===== src/rtl/adc_frm_pkg.sv =====
// Shared constants and types for the serial ADC framing engine.
// Assumes a fixed 8-bit control word with the start bit arriving first.
package adc_frm_pkg;

    // Control word length and field positions (bit 7 is the start bit)
    localparam int CTRL_W   = 8;
    localparam int CHAN_W   = 3;
    localparam int CHAN_MSB = CTRL_W - 2;
    localparam int UNI_BIT  = 3;
    localparam int SGL_BIT  = 2;
    localparam int PD_W     = 2;

    // Framer states on the rising-edge side
    typedef enum logic [1:0] {
        FR_IDLE = 2'd0,
        FR_CTRL = 2'd1,
        FR_CONV = 2'd2
    } frm_state_e;

endpackage


===== src/rtl/adc_ctrl_capture.sv =====
// Rising-edge half of the framer: finds the start bit, shifts in the
// control word and counts clocks within the conversion to decide when
// a new start bit may be accepted.
// Assumes cs_n and din are stable around the rising edge of sclk.
module adc_ctrl_capture
    import adc_frm_pkg::*;
#(
    parameter int RES_W    = 10,
    parameter int LATE_BIT = 3
) (
    input  logic              sclk,
    input  logic              rst_n,
    input  logic              cs_n,
    input  logic              din,
    output logic              conv_start,
    output logic [CTRL_W-1:0] ctrl_byte
);

    // Rising edges counted in FR_CONV before result bit LATE_BIT has been driven
    localparam int ACC     = RES_W - LATE_BIT;
    localparam int CNT_MAX = (ACC > CTRL_W) ? ACC : CTRL_W;
    localparam int CNT_W   = $clog2(CNT_MAX + 1);
    localparam logic [CNT_W-1:0] ACC_C  = CNT_W'(ACC);
    localparam logic [CNT_W-1:0] LAST_C = CNT_W'(CTRL_W - 1);
    localparam logic [CNT_W-1:0] ONE_C  = CNT_W'(1);

    frm_state_e        state_q;
    logic [CNT_W-1:0]  cnt_q;
    logic [CTRL_W-1:0] ctrl_q;
    logic              late_ok;

    // Start bits are welcome again once the late result bit is out
    assign late_ok = (cnt_q >= ACC_C);

    // Framing state machine: start hunt, control shift and conversion count
    always_ff @(posedge sclk) begin
        if (!rst_n) begin
            state_q <= FR_IDLE;
            cnt_q   <= '0;
            ctrl_q  <= '0;
        end else if (cs_n) begin
            state_q <= FR_IDLE;
            cnt_q   <= '0;
        end else begin
            unique case (state_q)
                FR_IDLE: begin
                    if (din) begin
                        state_q <= FR_CTRL;
                        cnt_q   <= ONE_C;
                        ctrl_q  <= CTRL_W'(1);
                    end
                end
                FR_CTRL: begin
                    ctrl_q <= {ctrl_q[CTRL_W-2:0], din};
                    if (cnt_q == LAST_C) begin
                        state_q <= FR_CONV;
                        cnt_q   <= '0;
                    end else begin
                        cnt_q <= cnt_q + ONE_C;
                    end
                end
                FR_CONV: begin
                    if (late_ok) begin
                        if (din) begin
                            state_q <= FR_CTRL;
                            cnt_q   <= ONE_C;
                            ctrl_q  <= CTRL_W'(1);
                        end
                    end else begin
                        cnt_q <= cnt_q + ONE_C;
                    end
                end
                default: state_q <= FR_IDLE;
            endcase
        end
    end

    // Conversion start window: first half-cycle after the last control bit
    assign conv_start = (state_q == FR_CONV) && (cnt_q == '0);
    assign ctrl_byte  = ctrl_q;

    // a high din before the late bit must not leave the conversion
    p_no_early_start_r6: assert property (@(posedge sclk) disable iff (!rst_n)
        (state_q == FR_CONV && cnt_q < ACC_C && !cs_n) |=> (state_q == FR_CONV));

    // chip select high forces idle on the next edge
    p_cs_idle_r8: assert property (@(posedge sclk) disable iff (!rst_n)
        cs_n |=> (state_q == FR_IDLE && !conv_start));

    // the conversion start is a single-cycle event
    p_start_pulse_r4: assert property (@(posedge sclk) disable iff (!rst_n)
        conv_start |=> !conv_start);

endmodule


===== src/rtl/adc_result_shifter.sv =====
// Falling-edge half of the framer: latches the result and control fields
// at conversion start and shifts the result, then the sub-bits, out on dout.
// Assumes conv_start and ctrl_byte come from rising-edge logic on sclk.
module adc_result_shifter
    import adc_frm_pkg::*;
#(
    parameter int RES_W = 10,
    parameter int SUB_W = 2
) (
    input  logic              sclk,
    input  logic              rst_n,
    input  logic              cs_n,
    input  logic              conv_start,
    input  logic [CTRL_W-1:0] ctrl_byte,
    input  logic [RES_W-1:0]  result_in,
    input  logic [SUB_W-1:0]  sub_in,
    output logic              dout,
    output logic [CHAN_W-1:0] st_chan,
    output logic              st_unipolar,
    output logic              st_single,
    output logic [PD_W-1:0]   st_pd,
    output logic [RES_W-1:0]  st_result
);

    localparam int W = RES_W + SUB_W;

    logic [W-1:0] sh_q;
    logic         dout_q;

    // Output shifter: load at conversion start, then one bit per falling edge
    always_ff @(negedge sclk) begin
        if (!rst_n || cs_n) begin
            sh_q   <= '0;
            dout_q <= 1'b0;
        end else if (conv_start) begin
            sh_q   <= {result_in, sub_in};
            dout_q <= 1'b0;
        end else begin
            dout_q <= sh_q[W-1];
            sh_q   <= {sh_q[W-2:0], 1'b0};
        end
    end

    // Status latch: decoded fields and result captured at conversion start
    always_ff @(negedge sclk) begin
        if (!rst_n) begin
            st_chan     <= '0;
            st_unipolar <= 1'b0;
            st_single   <= 1'b0;
            st_pd       <= '0;
            st_result   <= '0;
        end else if (conv_start && !cs_n) begin
            st_chan     <= ctrl_byte[CHAN_MSB -: CHAN_W];
            st_unipolar <= ctrl_byte[UNI_BIT];
            st_single   <= ctrl_byte[SGL_BIT];
            st_pd       <= ctrl_byte[PD_W-1:0];
            st_result   <= result_in;
        end
    end

    assign dout = dout_q;

    // the latched result equals the input seen at the start edge
    p_latch_result_r4: assert property (@(negedge sclk) disable iff (!rst_n)
        (conv_start && !cs_n) |=> (st_result == $past(result_in)));

    // once every bit has left the shifter, the line stays low
    p_zero_fill_r5: assert property (@(negedge sclk) disable iff (!rst_n)
        (sh_q == '0 && !conv_start) |=> (dout == 1'b0));

endmodule


===== src/rtl/adc_serial_framer.sv =====
// Top of the serial ADC framing engine. It joins the rising-edge
// control capture and the falling-edge result shifter, and exposes
// the output enable and the latched status fields.
// Assumes sclk is the only clock and rst_n is synchronous to it.
module adc_serial_framer
    import adc_frm_pkg::*;
#(
    parameter int RES_W    = 10,
    parameter int SUB_W    = 2,
    parameter int LATE_BIT = 3
) (
    input  logic             sclk,
    input  logic             rst_n,
    input  logic             cs_n,
    input  logic             din,
    input  logic [RES_W-1:0] result_in,
    input  logic [SUB_W-1:0] sub_in,
    output logic             dout,
    output logic             dout_en,
    output logic [2:0]       st_chan,
    output logic             st_unipolar,
    output logic             st_single,
    output logic [1:0]       st_pd,
    output logic [RES_W-1:0] st_result
);

    logic              conv_start;
    logic [CTRL_W-1:0] ctrl_byte;

    // Start hunt and control word capture
    adc_ctrl_capture #(
        .RES_W    (RES_W),
        .LATE_BIT (LATE_BIT)
    ) u_capture (
        .sclk       (sclk),
        .rst_n      (rst_n),
        .cs_n       (cs_n),
        .din        (din),
        .conv_start (conv_start),
        .ctrl_byte  (ctrl_byte)
    );

    // Result latch and serial output
    adc_result_shifter #(
        .RES_W (RES_W),
        .SUB_W (SUB_W)
    ) u_shifter (
        .sclk        (sclk),
        .rst_n       (rst_n),
        .cs_n        (cs_n),
        .conv_start  (conv_start),
        .ctrl_byte   (ctrl_byte),
        .result_in   (result_in),
        .sub_in      (sub_in),
        .dout        (dout),
        .st_chan     (st_chan),
        .st_unipolar (st_unipolar),
        .st_single   (st_single),
        .st_pd       (st_pd),
        .st_result   (st_result)
    );

    // Output released whenever the chip is deselected
    assign dout_en = !cs_n;

endmodule


===== config.mk =====
export PLATFORM = sky130hd
export DESIGN_NAME = adc_serial_framer
export DESIGN_NICKNAME = d
export VERILOG_FILES = /design/src/rtl/adc_frm_pkg.sv /design/src/rtl/adc_ctrl_capture.sv /design/src/rtl/adc_result_shifter.sv /design/src/rtl/adc_serial_framer.sv
export SDC_FILE = /design/constraint.sdc
export NUM_CORES = 1
export LEC_CHECK = 0
export BUFFER_PORTS_ARGS = -buffer_cell sky130_fd_sc_hd__buf_4
export CELL_PAD_IN_SITES_DETAIL_PLACEMENT = 1
export CELL_PAD_IN_SITES_GLOBAL_PLACEMENT = 1
export CORE_MARGIN = 10
export CORE_UTILIZATION = 37
export CTS_CLUSTER_DIAMETER = 30
export DETAILED_ROUTE_END_ITERATION = 6
export MAX_ROUTING_LAYER = met4
export PLACE_DENSITY = 0.77
export SLEW_MARGIN = 20
export SYNTH_ARGS = -nofsm -noshare
export SYNTH_HDL_FRONTEND = slang
export SYNTH_SLANG_ARGS = --single-unit

===== constraint.sdc =====
create_clock -name sclk -period 1.36 [get_ports sclk]
set_input_delay 0.068 -clock sclk [delete_from_list [all_inputs] [get_ports sclk]]
set_output_delay 0.068 -clock sclk [all_outputs]
set_load 0.02 [all_outputs]

Word-level counts from Yosys, hierarchy flattened
Index checks and enable logic that the tools add are counted.
{ "word_totals": {"register_bits": 44, "in_bits": 16, "out_inout_bits": 19, "wordCells": 46} }
{ "op_classes": {"add_sub_neg": 1, "magnitude_cmp": 1, "eq_ne": 5, "mux": 12, "n_bitwise": 3, "reduce_logical": 13} }
{ "op_table": {"columns": ["op", "n"], "rows": [
  ["8-bit one-hot mux with 3 select lines", 1],
  ["8-bit 2-to-1 mux", 2],
  ["12-bit 2-to-1 mux", 1],
  ["4-bit 2-to-1 mux", 3],
  ["4-bit one-hot mux with 3 select lines", 1],
  ["2-bit 2-to-1 mux", 3],
  ["2-bit one-hot mux with 3 select lines", 1],
  ["2-bit OR reduction", 3],
  ["4-bit by 1-bit adder with 4-bit output (second input constant)", 1],
  ["4-bit by 3-bit == test with 1-bit output (second input constant)", 1],
  ["4-bit by 3-bit greater-or-equal comparator with 1-bit output (second input constant)", 1],
  ["4-bit logical NOT", 1],
  ["2-bit by 1-bit inequality test with 1-bit output (second input constant)", 2],
  ["1-bit NOT", 3],
  ["3-bit AND reduction", 1],
  ["3-bit nonzero test", 1],
  ["2-bit by 1-bit == test with 1-bit output (second input constant)", 1],
  ["2-bit == test (second input constant)", 1],
  ["1-bit logical AND", 2],
  ["1-bit logical NOT", 2],
  ["2-bit logical NOT", 1],
  ["2-bit AND reduction", 1],
  ["1-bit logical OR", 1]
]} }

Longest topological paths before layout
Gate-level depths: netlist of the first run.
{ "depth": {"word_depth": 4, "mapped_depth": 7, "ltp_nobuf": 6} }

By module
From an unflattened synthesis of the first run, not the netlist that was laid out.
{ "unflattened": {"hier_cells": 198, "area_unflattened_um2": 1910.6} }
{ "by_module_without_submodules": {"columns": ["mod", "instances", "cells_per_inst", "area_per_inst_um2"], "rows": [
  ["adc_result_shifter", 1, 118, 1154.9],
  ["adc_ctrl_capture", 1, 79, 752.0],
  ["adc_serial_framer", 1, 1, 3.8]
]} }

==> results of run 1 <==
## logic make-up (layout without fill, tap and decap cells)
logic type,Yosys count,count (layout)
flops,43,43
fa+ha+maj,7,7
buf+inv,16,122
simple gates,33,33
compound gates,57,57
## state kept, by name (all words and copies together) (netlist names)
register	cells
u_shifter.st_unipolar	1
u_shifter.dout	1
u_shifter.st_chan	3
u_capture.state_q	2
u_shifter.st_single	1
u_capture.ctrl_byte	7
u_shifter.sh_q	12
u_capture.cnt_q	4
u_shifter.st_result	10
u_shifter.st_pd	2
## stage by stage
stage	setup TNS [ns]	util (%)
floorplan	-17.45	-
global placement	-19.24	49.6
detailed placement	-21.55	49.6
CTS	-21.65	63.4
global route	-24.47	67.2
finish	-22.53	67.2
## power breakdown
group          switching [mW]  internal (mW)
registers             0.00625           1.27
logic                   0.139          0.138
clock network           0.851          0.605
## synth_stat cells
cell                        number
sky130_fd_sc_hd__dfxtp_1        43
sky130_fd_sc_hd__a22o_1         28
sky130_fd_sc_hd__nand2_1        15
sky130_fd_sc_hd__inv_1           8
sky130_fd_sc_hd__ha_1            7
sky130_fd_sc_hd__o22ai_1         6
sky130_fd_sc_hd__o21ai_0         5
sky130_fd_sc_hd__a21oi_1         4
sky130_fd_sc_hd__buf_6           4
sky130_fd_sc_hd__buf_2           3
sky130_fd_sc_hd__nor2_1          3
sky130_fd_sc_hd__a211oi_1        2
sky130_fd_sc_hd__a31o_2          2
sky130_fd_sc_hd__and2_1          2
sky130_fd_sc_hd__nor2b_1         2
sky130_fd_sc_hd__nor3_1          2
sky130_fd_sc_hd__o2111ai_1       2
sky130_fd_sc_hd__a21o_1          1
sky130_fd_sc_hd__a221oi_1        1
sky130_fd_sc_hd__a2bb2oi_1       1
sky130_fd_sc_hd__a32o_1          1
sky130_fd_sc_hd__and3_1          1
sky130_fd_sc_hd__buf_4           1
sky130_fd_sc_hd__nand3_1         1
sky130_fd_sc_hd__nand3_2         1
sky130_fd_sc_hd__nand3b_1        1
sky130_fd_sc_hd__nand4_2         1
sky130_fd_sc_hd__nor2_2          1
sky130_fd_sc_hd__nor2b_2         1
sky130_fd_sc_hd__o2111a_1        1
sky130_fd_sc_hd__o21a_1          1
sky130_fd_sc_hd__o21ai_2         1
sky130_fd_sc_hd__o32ai_1         1
sky130_fd_sc_hd__or3_1           1
sky130_fd_sc_hd__or3b_1          1
## critical path, cell delays in order (launching register included)
cell and delay, ns:
sky130_fd_sc_hd__dfxtp_2 0.38, sky130_fd_sc_hd__inv_4 0.06, sky130_fd_sc_hd__ha_4 0.16, sky130_fd_sc_hd__nand3_4 0.06
sky130_fd_sc_hd__buf_6 0.11, sky130_fd_sc_hd__nor2_4 0.04, sky130_fd_sc_hd__clkbuf_16 0.17, sky130_fd_sc_hd__a22o_1 0.25
## path summary, 6_finish.rpt
check	to	slack, ns
worst max-delay path	u_shifter.sh_q[1]	-0.60
worst min-delay path	u_capture.cnt_q[1]	0.18
worst max register to register	u_shifter.sh_q[1]	-0.60
worst min register to register	u_shifter.sh_q[6]	0.44
## metal layers
| metal | track usage (%) | routed length (um) | vias up |
|---|---|---|---|
| met5 | - | 0 | - |
| met2 | 33.1 | 3990 | 42 |
| li1 | - | - | 787 |
| met4 | 8.70 | 218 | 0 |
| met1 | 19.6 | 2870 | 853 |
| met3 | 3.75 | 257 | 17 |
## cell type report
cell class	count	area [um2]	area share, %
Timing Repair Buffer	77	738	25.2
Multi-Input combinational cell	97	970	33.1
Tap cell	52	65.1	2.22
Clock inverter	32	130	4.45
Clock buffer	6	93.8	3.21
Sequential cell	43	891	30.4
Inverter	7	38.8	1.33
## what timing repair did
action | 4_1_cts | 5_1_grt
gates resized for setup | 78 | 30
endpoints found under the setup margin | 61 | 61
pin swaps | 17 | 11
gates cloned | 2 | 0
setup buffers | 10 | 10
==> results.txt, run 1 <==
- The flow ran to the end, but the final reports show violations.
* Violated checks: negative setup slack
- Insertion delay of the later-clocked pin in the worst-skew pair: 0.41 ns
* Required time at the endpoint of the critical path: 0.94 ns
- Most area-hungry cell type in the Yosys netlist: sky130_fd_sc_hd__dfxtp_1
* Setup-failing EPs final: 61
* Syn. warnings: 0
* Final antenna diode count: 0
* Start point of the critical path: u_capture.cnt_q[0]
* Worst setup EP type: register
* Initial drt markers: 116
- XOR/XNOR share of the synthesized area: 0%
- Final weighted congestion in routability-driven placement: 0.869
- After global routing the overflow that remains totals 0.
- After detailed routing, the number of vias per cell comes to 5.41.
- The first detailed-routing pass ran for 4 iterations.
- Maximum buffer depth of the clock tree: 2
* Via total after detailed routing: 1,699
- Wire length per cell after detailed routing: 23.4 um
* Top-level port count: 35
- Power per cell area: 1030 nW/um2
* Placed Instance Area: 2160 um2
- Effective utilization at floorplan: 38.3%
- The number of global-route vias before repair is 1,908.
- Die X-Extent: 87.2 um
- The top cell type by area accounts for 51.6% of the synthesized area.
* Mean Syn Cell Area: 10.7 um2
- Final #Nets: 284
- In this run the core area contains 24 standard-cell rows.
- Proportion of synthesized chip area in sequential cells: 51.6%
* Hold_ws: 0.184 ns
* Adder-cell share of the synthesized area: 5.25%
* Routed wire length: 7330 um
- The region available for standard cell placement spans 4350 um2.
* Most common cell after layout, fill and taps aside: sky130_fd_sc_hd__buf_4
- The worst pin sits at a relative slew slack of 82.2%.
* Worst Path Class, Setup: reg2reg
- In this run the number of H-tree levels came out at 2.
- Of the cells placed in the final design, the portion with a size suffix greater than 1 is 57.6%.
- The worst register-to-register path begins at u_capture.cnt_q[0].
- OpenSTA, run right after detailed placement, puts the worst setup slack at -0.672 ns.
- The root buffer cell chosen for the clock tree is sky130_fd_sc_hd__clkbuf_8.
- CTS tree: yes
* Post-route cell area: 2930 um2
- Worst-Margin Slew: 0.264 ns
- By area the synthesized netlist is led by sky130_fd_sc_hd__dfxtp_1 (52%), sky130_fd_sc_hd__a22o_1 (15%), sky130_fd_sc_hd__ha_1 (5.2%), sky130_fd_sc_hd__nand2_1 (3.4%), sky130_fd_sc_hd__buf_6 (2.7%).
- Number of antenna violations at the first check in global routing: 0
* Start point of the worst hold path: din
* Combinational family with the most area after synthesis: compound AO/OA/AOI/OAI gates
- Instance count along the most critical hold path: 4
- Post-synthesis cell type count: 35
- Die Footprint: 7600 um2
- After clock tree synthesis, the flow added hold-fix buffers numbering 0.
* Syn Nets: 179
* Placed cells: 260
- Simple-gate share of the synthesized area: 10.4%
- Number of failing hold endpoints at the final stage: 0
- Global-route total usage across every layer: 18.8%
- Input and output buffers added on the ports amount to 34.
- Worst VDD drop: 0.799 mV
* Worst Path Arrival: 1.55 ns
- After detailed routing, the number of remaining DRC violations is 0.
* Static leakage: 1.32 nW
- Setup Skew: 0.107 ns
- The library cells used most frequently in the layout, excluding fill and tap cells, are sky130_fd_sc_hd__buf_4 (47), sky130_fd_sc_hd__inv_1 (32), sky130_fd_sc_hd__a22o_1 (28).
* First-pass GRT wire length: 10,700 um
* Setup repair after global routing missed its margin: true
- Clock-pin slew was measured on the worst setup and hold paths at 0.10 ns.
- The area growth from synthesis to layout is 75.3%.
- Max-cap violations in this run came to 0.
* Half-perimeter wire length after detailed placement: 3510 um
- Entering global routing, the biggest net connects 16 pins.
- Along the worst path, the maximum fanout reaches 14.
- Fill cells in the final layout number 449.
- Overall power after layout: 3.01 mW
- Count of cells along the worst register-to-register path: 7
- In this run, CTS created clock tree buffers numbering 5.
* Gate Count Post-Synth: 156
- Synthesized cell area: 1670 um2
- Antenna viol nets, final: 0
- Die extent in y: 87.2 um
- Final std cells w/o fill: 314
- In this run, synthesis produced a sequential element count of 43.
* Type of the most critical hold path: in2reg
- The synthesized netlist devotes 26.9% of its cell area to compound gates.
* Final-report max-slew violation count: 0
- Setup slack of the critical path after layout: -0.605 ns
* Type of element launching the critical path: register
- Of the post-synthesis cell area, the part taken by muxes is 0%.
- Clock tree synthesis found a total of 43 sinks.
Power figures use the tool's default switching activity.
==> run 2: changes to the inputs <==
--- a/config.mk
+++ b/config.mk
@@ -14,6 +14,7 @@
 export DETAILED_ROUTE_END_ITERATION = 6
 export MAX_ROUTING_LAYER = met4
 export PLACE_DENSITY = 0.77
+export SKIP_LAST_GASP = 1
 export SLEW_MARGIN = 20
 export SYNTH_ARGS = -nofsm -noshare
 export SYNTH_HDL_FRONTEND = slang
==> run 2 against run 1 <==
  * The flow still finishes with violations (negative setup slack)
  * Routed wire length rose by 10%
  * Total power rose by 0.52%
  * Critical endpoint is now u_shifter.st_pd[0]
  * Non-clock buffer count rose by 3
  * Worst setup slack got worse by 0.066 ns
  * Clock skew fell by 0.0032 ns
  * Clock power barely moved
  * Largest power group unchanged
  * Utilization rose by 1.0 points
  * Die area did not move
  * Sequential share of layout area fell by 0.55 points
  * Global-route usage fell by 0.15 points
  * First-iteration DRC count rose by 22%
==> results.txt, run 2 (synthesis gave the netlist of run 1 again) <==
- Compared with the post-synthesis result, the final layout area differs by 78.0%.
* Number of detailed-route iterations in the first pass: 4 (unchanged)
* Site row count: 24 (unchanged)
- Power per cell area: 1020 nW/um2 (-1.0%)
* Final weighted congestion in routability-driven placement: 0.869 (unchanged)
- The count of clock tree sinks is 43 (unchanged).
* Count of cells along the worst register-to-register path: 5 (-2)
* Setup-failing EPs final: 61 (unchanged)
- Fraction of layout instances using a drive strength above 1: 58.5% (+0.86 points)
- Final #Nets: 287 (+1.1%)
* Insertion delay of the later-clocked pin in the worst-skew pair: 0.41 ns (about the same)
- Number of remaining DRC errors: 0 (unchanged)
- The final-layout fill cell count came to 444 (-1.1%).
- The total negative setup slack was -25.10 ns (-2.57 ns).
- The total of buffers placed on input and output ports is 34 (unchanged).
- The number of buffers on the longest clock path is 2 (unchanged).
* Hold-fix buffers at CTS: 0 (unchanged)
- In this run the most critical hold path is launched from din.
- Largest net degree at the start of global routing: 16 (unchanged)
* Area of the core: 4350 um2 (unchanged)
- The critical path in this run is classified as reg2reg.
- Instance count along the most critical hold path: 4 (unchanged)
- Initial drt markers: 141 (+22%)
* Max-slew headroom: 78.0% (-4.2 points)
- Aggregate global routing overflow: 0 (unchanged)
* Wire length per cell after detailed routing: 25.5 um (+9.2%)
- The initial standard-cell utilization of the core came to 38.3% (unchanged).
- The placed standard-cell area is 2160 um2 (unchanged).
- The maximum fanout along the worst path was 4 (-10).
- Die extent in y: 87.2 um (unchanged)
- The worst-case clock skew came to 0.104 ns (-0.00322 ns).
- Register containing the most flip-flops in the final layout: u_shifter.sh_q
- The HPWL after detailed placement was 3510 um (unchanged).
* Antenna viol nets, final: 0 (unchanged)
- Worst VDD drop: 0.960 mV (+20%)
- The initial antenna violation count was 0 (unchanged).
- Post-route cell area: 2970 um2 (+1.5%)
- The total I/O pin count was 35 (unchanged).
- Via total after detailed routing: 1,751 (+3.1%)
- The first-pass GRT wire length came to 10,700 um (about the same).
- The global router's overall resource usage came to 18.6% (-0.15 points).
- Number of levels the H-tree was split into: 2 (unchanged)
- Destination of the worst hold path: u_capture.cnt_q[1]
- Worst-Margin Slew: 0.327 ns (+0.0629 ns)
* Required time at the endpoint of the critical path: 0.92 ns (-0.02 ns)
- Setup repair after global routing missed its margin: true
- The via count normalized by instance count was 5.52 (+2.1%).
* Max-capacitance violation count: 0 (unchanged)
* Setup slack of the critical path after layout: -0.671 ns (-0.0659 ns)
* Most common cell after layout, fill and taps aside: sky130_fd_sc_hd__buf_4
- Beginning of the worst register-to-register path: u_capture.cnt_q[2]
- Final-report max-slew violation count: 0 (unchanged)
- The wire length reported by the detailed router came to 8090 um (+10%).
- The clock-pin transition on the worst setup and hold timing paths is 0.10 ns (about the same).
- The data arrival time at the worst-slack endpoint came to 1.59 ns (+0.04 ns).
- Result of the run: finished with violations
- Worst setup EP type: register
* Die Footprint: 7600 um2 (unchanged)
* Type of element launching the critical path: register
- The die extent in x came to 87.2 um (unchanged).
- Violated checks: negative setup slack
- Worst setup slack for register-to-register paths: -0.67 ns (-0.07 ns)
- In this run the critical register-to-register path is captured at u_shifter.st_pd[0].
- Commonest cells after routing, fill and taps aside: sky130_fd_sc_hd__buf_4 (49), sky130_fd_sc_hd__inv_1 (32), sky130_fd_sc_hd__a22o_1 (28)
- The number of global-route vias before repair came to 1,915 (+0.37%).
* Clock root buffer: sky130_fd_sc_hd__clkbuf_8
* CTS tree: yes
- CTS buffer count: 5 (unchanged)
- The hold violation total from the final report was 0 (unchanged).
- The worst hold path belongs to the class in2reg.
- Flip-flop count of the largest register, all copies and words added: 12 (unchanged)
- Hold_ws: 0.187 ns (+0.00300 ns)
- Storage element area: 888 um2 (-0.28%)
- Static leakage: 1.34 nW (+1.3%)
- Total area of multi-input combinational cells: 985 um2 (+1.5%)
- Final antenna diode count: 0 (unchanged)
* Pre-CTS worst setup slack: -0.672 ns (unchanged)
==> run 2: worst max path at each step <==
stage	from	endpoint	depth (start not counted)
2_1_floorplan	u_capture.state_q[0]	u_shifter.st_pd[0]	7
3_3_place_gp	u_capture.state_q[0]	u_shifter.st_chan[2]	7
3_5_place_dp	u_capture.state_q[0]	u_shifter.sh_q[9]	7
4_1_cts	u_capture.state_q[0]	u_shifter.st_single	6
5_1_grt	u_capture.cnt_q[2]	u_shifter.st_pd[1]	6
6_report	u_capture.cnt_q[2]	u_shifter.st_pd[0]	5
==> run 2: through the flow <==
step / cells / utilization (%) / total power [mW]
3_5_place_dp: 260 / 49.6 / 1.62
2_1_floorplan: 156 / - / 1.52
3_3_place_gp: 260 / 49.6 / 1.61
6_report: 317 / 68.2 / 3.02
5_1_grt: 317 / 68.2 / 3.15
4_1_cts: 308 / 63.3 / 2.92
==> run 2: critical path, cell delays in order (launching register included) <==
cell                        delay (ns)
sky130_fd_sc_hd__dfxtp_1          0.36
sky130_fd_sc_hd__nor2_2           0.21
sky130_fd_sc_hd__nand3_4          0.10
sky130_fd_sc_hd__o21a_4           0.27
sky130_fd_sc_hd__clkbuf_16        0.17
sky130_fd_sc_hd__a22o_1           0.17
==> run 2: area by class of cell <==
cell class                      count  share of cell area (%)
Sequential cell                    43                    29.9
Multi-Input combinational cell     97                    33.1
Inverter                            7                    1.05
Clock inverter                     32                    4.38
Timing Repair Buffer               80                    26.2
Clock buffer                        6                    3.16
Tap cell                           52                    2.19
==> run 2: routing by layer <==
| metal | up-vias | track usage (%) | routed length (um) |
|---|---|---|---|
| li1 | 797 | - | - |
| met1 | 884 | 19.7 | 3240 |
| met2 | 52 | 32.6 | 4290 |
| met3 | 18 | 3.37 | 336 |
| met4 | 0 | 8.99 | 225 |
| met5 | - | - | 0 |
==> run 2: timing repair <==
item                       4_1_cts  5_1_grt
pin swaps                       17       27
gates resized for setup         77       27
setup endpoints to repair       61       61
cloned                           2        2
setup buffers                   10       10
==> run 2: report_power, final <==
part	internal (mW)	switching [mW]
Combinational	0.143	0.144
Clock	0.605	0.855
Sequential	1.27	0.00608
Total	2.02	1.01
